[config.mk]
export PLATFORM = sky130hd
export DESIGN_NAME = irq_ctl_top
export DESIGN_NICKNAME = d
export VERILOG_FILES = /design/src/rtl/irq_pkg.sv /design/src/rtl/irq_rst_sync.sv /design/src/rtl/irq_raster.sv /design/src/rtl/irq_req_cell.sv /design/src/rtl/irq_sources.sv /design/src/rtl/irq_ctl_top.sv
export SDC_FILE = /design/constraint.sdc
export NUM_CORES = 1
export LEC_CHECK = 0
export BUFFER_PORTS_ARGS = -buffer_cell sky130_fd_sc_hd__buf_2
export CORE_AREA = 2 2 73 54
export DETAILED_ROUTE_END_ITERATION = 8
export DIE_AREA = 0 0 75 56
export GPL_TIMING_DRIVEN = 0
export PLACE_DENSITY = 0.6
export SETUP_SLACK_MARGIN = 0.4
export SLEW_MARGIN = 10
export SYNTH_ARGS = -nofsm -noshare
export SYNTH_HDL_FRONTEND = slang
export SYNTH_SLANG_ARGS = --single-unit
[constraint.sdc]
create_clock -name clk -period 1.2 [get_ports clk]
set_clock_uncertainty 0.15 [all_clocks]
set_input_delay 0.18 -clock clk [delete_from_list [all_inputs] [get_ports clk]]
set_output_delay 0.18 -clock clk [all_outputs]
set_load 0.01 [all_outputs]
[src/rtl/irq_pkg.sv]
package irq_pkg;
  localparam int STAT_W    = 8;
  localparam int NSRC      = 4;
  localparam int BIT_MAST  = 0;
  localparam int BIT_PWR   = 1;
  localparam int SRC_LSB   = 2;
  localparam int SRC_DEND  = 0;
  localparam int SRC_TMR   = 1;
  localparam int SRC_RXF   = 2;
  localparam int SRC_TXE   = 3;
  localparam int BIT_SPARE = 6;
  localparam int BIT_ONE   = 7;

  typedef logic [NSRC-1:0] src_vec_t;
endpackage

[src/rtl/irq_rst_sync.sv]
module irq_rst_sync (
  input  logic clk,
  input  logic rst_n,
  output logic rst_sync_n
);
  logic [1:0] sync_q;

  always_ff @(posedge clk or negedge rst_n) begin
    if (!rst_n) sync_q <= 2'b00;
    else        sync_q <= {sync_q[0], 1'b1};
  end

  assign rst_sync_n = sync_q[1];
endmodule

[src/rtl/irq_raster.sv]
module irq_raster #(
  parameter int LINES      = 312,
  parameter int LINE_TICKS = 128,
  parameter int DEND_LINE  = 255,
  parameter int TMR_LINE   = 100
) (
  input  logic clk,
  input  logic rst_n,
  input  logic tick_en,
  output logic dend_evt,
  output logic tmr_evt
);
  localparam int CYC_W    = $clog2(LINE_TICKS);
  localparam int LINE_W   = $clog2(LINES);
  localparam logic [CYC_W-1:0]  CYC_MAX  = CYC_W'(LINE_TICKS - 1);
  localparam logic [LINE_W-1:0] LINE_MAX = LINE_W'(LINES - 1);
  localparam int NEVT = 2;
  localparam logic [LINE_W-1:0] EVT_LINE [NEVT] = '{LINE_W'(DEND_LINE), LINE_W'(TMR_LINE)};

  logic [CYC_W-1:0]  cyc_q, cyc_d;
  logic [LINE_W-1:0] line_q, line_d;
  logic              line_end;
  logic [NEVT-1:0]   evt;

  assign line_end = tick_en && (cyc_q == CYC_MAX);

  always_comb begin
    cyc_d  = cyc_q;
    line_d = line_q;
    if (tick_en) begin
      if (cyc_q == CYC_MAX) begin
        cyc_d  = '0;
        line_d = (line_q == LINE_MAX) ? '0 : line_q + 1'b1;
      end else begin
        cyc_d = cyc_q + 1'b1;
      end
    end
  end

  always_ff @(posedge clk or negedge rst_n) begin
    if (!rst_n) begin
      cyc_q  <= '0;
      line_q <= '0;
    end else if (tick_en) begin
      cyc_q  <= cyc_d;
      line_q <= line_d;
    end
  end

  for (genvar g = 0; g < NEVT; g++) begin : g_evt
    assign evt[g] = line_end && (line_q == EVT_LINE[g]);
  end

  assign dend_evt = evt[0];
  assign tmr_evt  = evt[1];

  AST_FRAME_WRAP: assert property (@(posedge clk) disable iff (!rst_n)
    (line_end && line_q == LINE_MAX) |=> (line_q == '0 && cyc_q == '0));
  AST_TICK_HOLD: assert property (@(posedge clk) disable iff (!rst_n)
    !tick_en |=> ($stable(cyc_q) && $stable(line_q)));
  AST_EVT_EXCL: assert property (@(posedge clk) disable iff (!rst_n)
    !(dend_evt && tmr_evt));
endmodule

[src/rtl/irq_req_cell.sv]
module irq_req_cell (
  input  logic clk,
  input  logic rst_n,
  input  logic set_i,
  input  logic clr_i,
  output logic req_o
);
  logic req_d, req_q;

  always_comb begin
    req_d = req_q;
    if (clr_i) req_d = 1'b0;
    if (set_i) req_d = 1'b1;
  end

  always_ff @(posedge clk or negedge rst_n) begin
    if (!rst_n)               req_q <= 1'b0;
    else if (set_i || clr_i)  req_q <= req_d;
  end

  assign req_o = req_q;

  AST_SET_WINS: assert property (@(posedge clk) disable iff (!rst_n)
    set_i |=> req_o);
  AST_CLR_ONLY: assert property (@(posedge clk) disable iff (!rst_n)
    (clr_i && !set_i) |=> !req_o);
endmodule

[src/rtl/irq_sources.sv]
module irq_sources
  import irq_pkg::*;
(
  input  logic     clk,
  input  logic     rst_n,
  input  logic     dend_evt,
  input  logic     tmr_evt,
  input  logic     clr_wr,
  input  logic [1:0] clr_bits,
  input  logic     tape_rd,
  input  logic     tape_wr,
  input  logic     rx_byte,
  input  logic     tx_need,
  input  logic     tx_mode,
  output src_vec_t req
);
  logic     mode_q;
  logic     mode_rise;
  src_vec_t set_v, clr_v;

  always_ff @(posedge clk or negedge rst_n) begin
    if (!rst_n) mode_q <= 1'b0;
    else        mode_q <= tx_mode;
  end

  assign mode_rise = tx_mode && !mode_q;

  always_comb begin
    set_v = '0;
    clr_v = '0;
    set_v[SRC_DEND] = dend_evt;
    set_v[SRC_TMR]  = tmr_evt;
    set_v[SRC_RXF]  = rx_byte;
    set_v[SRC_TXE]  = tx_need || mode_rise;
    clr_v[SRC_DEND] = clr_wr && clr_bits[0];
    clr_v[SRC_TMR]  = clr_wr && clr_bits[1];
    clr_v[SRC_RXF]  = tape_rd;
    clr_v[SRC_TXE]  = tape_wr;
  end

  for (genvar g = 0; g < NSRC; g++) begin : g_cell
    irq_req_cell u_cell (
      .clk   (clk),
      .rst_n (rst_n),
      .set_i (set_v[g]),
      .clr_i (clr_v[g]),
      .req_o (req[g])
    );
  end

  AST_TXE_KEEP: assert property (@(posedge clk) disable iff (!rst_n)
    (req[SRC_TXE] && !tape_wr) |=> req[SRC_TXE]);
  AST_RXF_CLR: assert property (@(posedge clk) disable iff (!rst_n)
    (tape_rd && !rx_byte) |=> !req[SRC_RXF]);
  AST_TMR_CLR: assert property (@(posedge clk) disable iff (!rst_n)
    (clr_wr && clr_bits[1] && !tmr_evt) |=> !req[SRC_TMR]);
  AST_DEND_KEEP: assert property (@(posedge clk) disable iff (!rst_n)
    (req[SRC_DEND] && !(clr_wr && clr_bits[0])) |=> req[SRC_DEND]);
endmodule

[src/rtl/irq_ctl_top.sv]
module irq_ctl_top
  import irq_pkg::*;
#(
  parameter int LINES      = 312,
  parameter int LINE_TICKS = 128,
  parameter int DEND_LINE  = 255,
  parameter int TMR_LINE   = 100
) (
  input  logic       clk,
  input  logic       rst_n,
  input  logic       tick_en,
  input  logic       stat_rd,
  input  logic       ctl_wr,
  input  logic [7:0] ctl_data,
  input  logic       clr_wr,
  input  logic [7:0] clr_data,
  input  logic       tape_rd,
  input  logic       tape_wr,
  input  logic       rx_byte,
  input  logic       tx_need,
  input  logic       tx_mode,
  output logic [7:0] stat_data,
  output logic       irq_n
);
  localparam int SRC_MSB = SRC_LSB + NSRC - 1;

  logic     rst_i_n;
  logic     dend_evt, tmr_evt;
  src_vec_t req;
  src_vec_t en_q, en_d;
  logic     pwr_q, pwr_d;
  logic     master;

  irq_rst_sync u_rst (
    .clk        (clk),
    .rst_n      (rst_n),
    .rst_sync_n (rst_i_n)
  );

  irq_raster #(
    .LINES      (LINES),
    .LINE_TICKS (LINE_TICKS),
    .DEND_LINE  (DEND_LINE),
    .TMR_LINE   (TMR_LINE)
  ) u_raster (
    .clk      (clk),
    .rst_n    (rst_i_n),
    .tick_en  (tick_en),
    .dend_evt (dend_evt),
    .tmr_evt  (tmr_evt)
  );

  irq_sources u_src (
    .clk      (clk),
    .rst_n    (rst_i_n),
    .dend_evt (dend_evt),
    .tmr_evt  (tmr_evt),
    .clr_wr   (clr_wr),
    .clr_bits (clr_data[SRC_LSB+SRC_TMR:SRC_LSB+SRC_DEND]),
    .tape_rd  (tape_rd),
    .tape_wr  (tape_wr),
    .rx_byte  (rx_byte),
    .tx_need  (tx_need),
    .tx_mode  (tx_mode),
    .req      (req)
  );

  always_comb begin
    en_d  = ctl_wr ? ctl_data[SRC_MSB:SRC_LSB] : en_q;
    pwr_d = stat_rd ? 1'b0 : pwr_q;
  end

  always_ff @(posedge clk or negedge rst_i_n) begin
    if (!rst_i_n) begin
      en_q  <= '0;
      pwr_q <= 1'b1;
    end else begin
      if (ctl_wr)  en_q  <= en_d;
      if (stat_rd) pwr_q <= pwr_d;
    end
  end

  assign master = |(req & en_q);

  always_comb begin
    stat_data                  = '0;
    stat_data[BIT_MAST]        = master;
    stat_data[BIT_PWR]         = pwr_q;
    stat_data[SRC_MSB:SRC_LSB] = req;
    stat_data[BIT_SPARE]       = 1'b0;
    stat_data[BIT_ONE]         = 1'b1;
  end

  assign irq_n = ~master;

  AST_TOP_ONE: assert property (@(posedge clk) disable iff (!rst_i_n)
    stat_data[BIT_ONE] && !stat_data[BIT_SPARE]);
  AST_MASK_OFF: assert property (@(posedge clk) disable iff (!rst_i_n)
    (ctl_wr && ctl_data[SRC_MSB:SRC_LSB] == '0) |=> irq_n);
  AST_PWR_GONE: assert property (@(posedge clk) disable iff (!rst_i_n)
    stat_rd |=> !stat_data[BIT_PWR]);
  AST_PWR_STAYS: assert property (@(posedge clk) disable iff (!rst_i_n)
    !stat_data[BIT_PWR] |=> !stat_data[BIT_PWR]);
  AST_IRQ_HAS_SRC: assert property (@(posedge clk) disable iff (!rst_i_n)
    !irq_n |-> (stat_data[SRC_MSB:SRC_LSB] != '0));
endmodule

==> results.md <==
* Result of the run: finished, violations left
* Violations in the final reports: negative hold slack, negative setup slack
* Initial cell density of the core at 39.00%
* Top Ports at 36
* Critical Path AT at about 1.6 ns
* Lkg Pwr at 0.9283 nW
* DIE AREA at 4200 µm²
* Core area at 3446 µm²
* Routing usage on met2 at 23.18%
* Post-DRT Antenna Nets at 0
* Initial DRC count at 32
* Crit. End Element: flop
* GRT overflow at 0
* Crit path required time at around 1.2 ns
* Vias in the first global route at 1,037
* Cell chosen for the clock root: clkbuf_8
* Yosys warns at 0
* Num CTS Buffers at 3
* Syn Area/Cell at about 11 µm²
* Maximum Capacitance Violations at 0
* Fin. max-slew vios at 0
* R2R depth at 6
* DRC viols at 0
* Via/cell ratio at 4.782
* WHS at -0.1146 ns
* Final setup viols at 23
* Area leader, netlist: dfrtp_1
* Hold Buf Count CTS at 1
* Main flop type after synthesis: dfrtp_1
* Synth async-reset ratio at 100.0%
* Register clock-pin slew on the reported worst setup and hold paths at 0.09 ns
* Cell Area, Synth at approximately 1300 µm²
* Worst skew pair latency at between 0.2 and 0.3 ns
* Yosys reg bits at 28
* # rows at 18
* Commonest non-fill, non-tap cells in the layout: buf_6, dfrtp_1, buf_2
* RR Endpoint: u_raster.cyc_q[5]$_DFFE_PN0P_
* First-pass DRT Iterations at 4
* Tmin final at about 1.6 ns
* Area Overhead vs Synth at 45.53%
* # fillers at 304
* Pin count of the biggest net entering global routing at 27
* Crit-path max FO at 10
* Post-DP HPWL at 1799 µm
* Layout cells sized above 1 at 52.35%
* Clock tree buffer depth at 2
* Chip width at 75 µm
* CP startpoint kind: flop
* Wirelength per Cell at 13.40 µm
* Reg-to-reg slack, setup at -0.39 ns
* DR vias at 1,052
* Sequential share of the synthesized area at 52.23%
* VDD IR-drop max at 0.6466 mV
* Hold Fails Final Rpt at 8
* Total Routing Usage GR at between 10 and 15%
* Hold WC Path Type: in2reg
* HP Start: tx_mode
* Reg-to-reg startpoint: u_raster.cyc_q[1]$_DFFE_PN0P_
* Initial antenna violation count at 0
* GR Util met3 at 3.804%
* IO Port Bufs at 23
* Antenna diodes at 0
* Post-synth EDFFs at 0
* Top post-synthesis cells by area: dfrtp_1, xnor2_1, buf_4
* Clk sink count at 28
* Die H at 56 µm
* Final Wtd Congestion at slightly below 0.8
* Post-synth top area share at 50.28%
* Met1 GRT Util at 18.48%
* Global-route wire length before repair at 4567 µm
* CTS tree: yes
* Nets at 202
* Hold Crit Depth at 1
* H-tree levels at 1
* Setup slack after layout at -0.3906 ns
* Hold Crit Endpoint: u_src.mode_q$_DFF_PN0_
* Yosys cell types at 35
* Global routing's busiest layer: met2
* Final worst-path cycle share at 132.5%
* RSZ-0062 raised after global routing: yes
* Routed wire length at ~2900 µm
* Core Util, Final at around 57%
* Fmax at 628.7 MHz
* Setup TNS at -6.715 ns
* Crit path kind: reg2reg
* Pwr Density at roughly 1200 nW/µm²
* Cells after synthesis at 123
what timing repair did:
item	4_1_cts	5_1_grt
pin swaps	5	4
resized for setup	23	21
setup endpoints to repair	58	32
setup buffers	10	8
hold endpoints to repair	10	8
synthesized netlist by cell type (all sizes together), types with 2 or more instances:
cell type  instances
a22o               2
dfrtp             27
a21oi              2
nand2             15
conb               2
and3               4
ha                 4
buf                9
xnor2              7
mux2               6
and3b              2
a22oi              2
o22ai              2
o21ai              4
nor2b              2
nand3              4
nor3               2
nor2               5
nand4              4
inv               10
power by group:
group          internal, mW  switching, mW  total (mW)
sequential             1.09          0.154        1.24
clock                 0.238          0.279       0.517
combinational         0.386          0.237       0.623
cell families (layout without fill, tap and decap cells):
family | Yosys count | after routing | synth area share (%)
and+or+nand+nor | 41 | 41 | 17.50
DFF | 28 | 28 | 52.24
buffers and inverters | 19 | 65 | 8.101
AOI/OAI and AO/OA | 15 | 15 | 7.635
xor gates and xnor gates | 8 | 8 | 5.214
muxes | 6 | 6 | 5.028
adders and majority gates | 4 | 4 | 3.725
other | 2 | 3 | 0.5589
area by class of cell:
class | instances | area [µm²] | area share (%)
flip-flops and latches | 28 | 709.4 | 36.28
multi-input cells | 77 | 661.9 | 33.85
repair buffers | 42 | 341.6 | 17.47
plain buffers | 9 | 97.59 | 4.990
well taps | 50 | 62.56 | 3.199
clock buffers | 4 | 45.04 | 2.303
inverters | 10 | 37.54 | 1.919
critical path, cell delays in order (launching register included):
cell and delay (ns):
dfrtp_1 0.40, ha_4 0.15, and3_4 0.21, and3_4 0.21
buf_8 0.14, o21ai_2 0.05, a22o_1 0.17
per-stage QoR:
step | cell area, µm² | cells | hold WS [ns] | setup slack [ns] | power (mW)
2_1_floorplan | 1401 | 124 | -0.2656 | -0.3253 | 1.559
3_3_place_gp | 1579 | 197 | -0.1859 | -0.3788 | 1.644
3_5_place_dp | 1579 | 197 | -0.1797 | -0.4071 | 1.671
4_1_cts | 1814 | 212 | -0.1324 | -0.3846 | 2.331
5_1_grt | 1956 | 220 | -0.1270 | -0.4411 | 2.520
6_report | 1956 | 220 | -0.1146 | -0.3906 | 2.379
registers in the layout, summed over array words and instances (netlist names):
name                       flops
u_raster.line_q                9
u_raster.cyc_q                 7
en_q                           4
u_src.g_cell.u_cell.req_o      4
u_rst.sync_q                   2
pwr_q                          1
u_src.mode_q                   1
per-layer routing:
layer  part of all wire (%)  vias up
li1                       -      496
met2                     51       23
met5                      0        -
met1                     44      531
met4                   0.31        0
met3                    4.2        2
how the worst max path moves through the flow:
stage                                             start                        endpoint  depth (start not counted)
after CTS                 u_raster.cyc_q[1]$_DFFE_PN0P_   u_raster.cyc_q[5]$_DFFE_PN0P_                          6
after floorplan           u_raster.cyc_q[0]$_DFFE_PN0P_  u_raster.line_q[3]$_DFFE_PN0P_                          5
after global placement    u_raster.cyc_q[0]$_DFFE_PN0P_   u_raster.cyc_q[5]$_DFFE_PN0P_                          6
after global routing      u_raster.cyc_q[1]$_DFFE_PN0P_  u_raster.line_q[7]$_DFFE_PN0P_                          6
after detailed placement  u_raster.cyc_q[0]$_DFFE_PN0P_   u_raster.cyc_q[5]$_DFFE_PN0P_                          6
final                     u_raster.cyc_q[1]$_DFFE_PN0P_   u_raster.cyc_q[5]$_DFFE_PN0P_                          6
(Power assumes the default switching activity.)
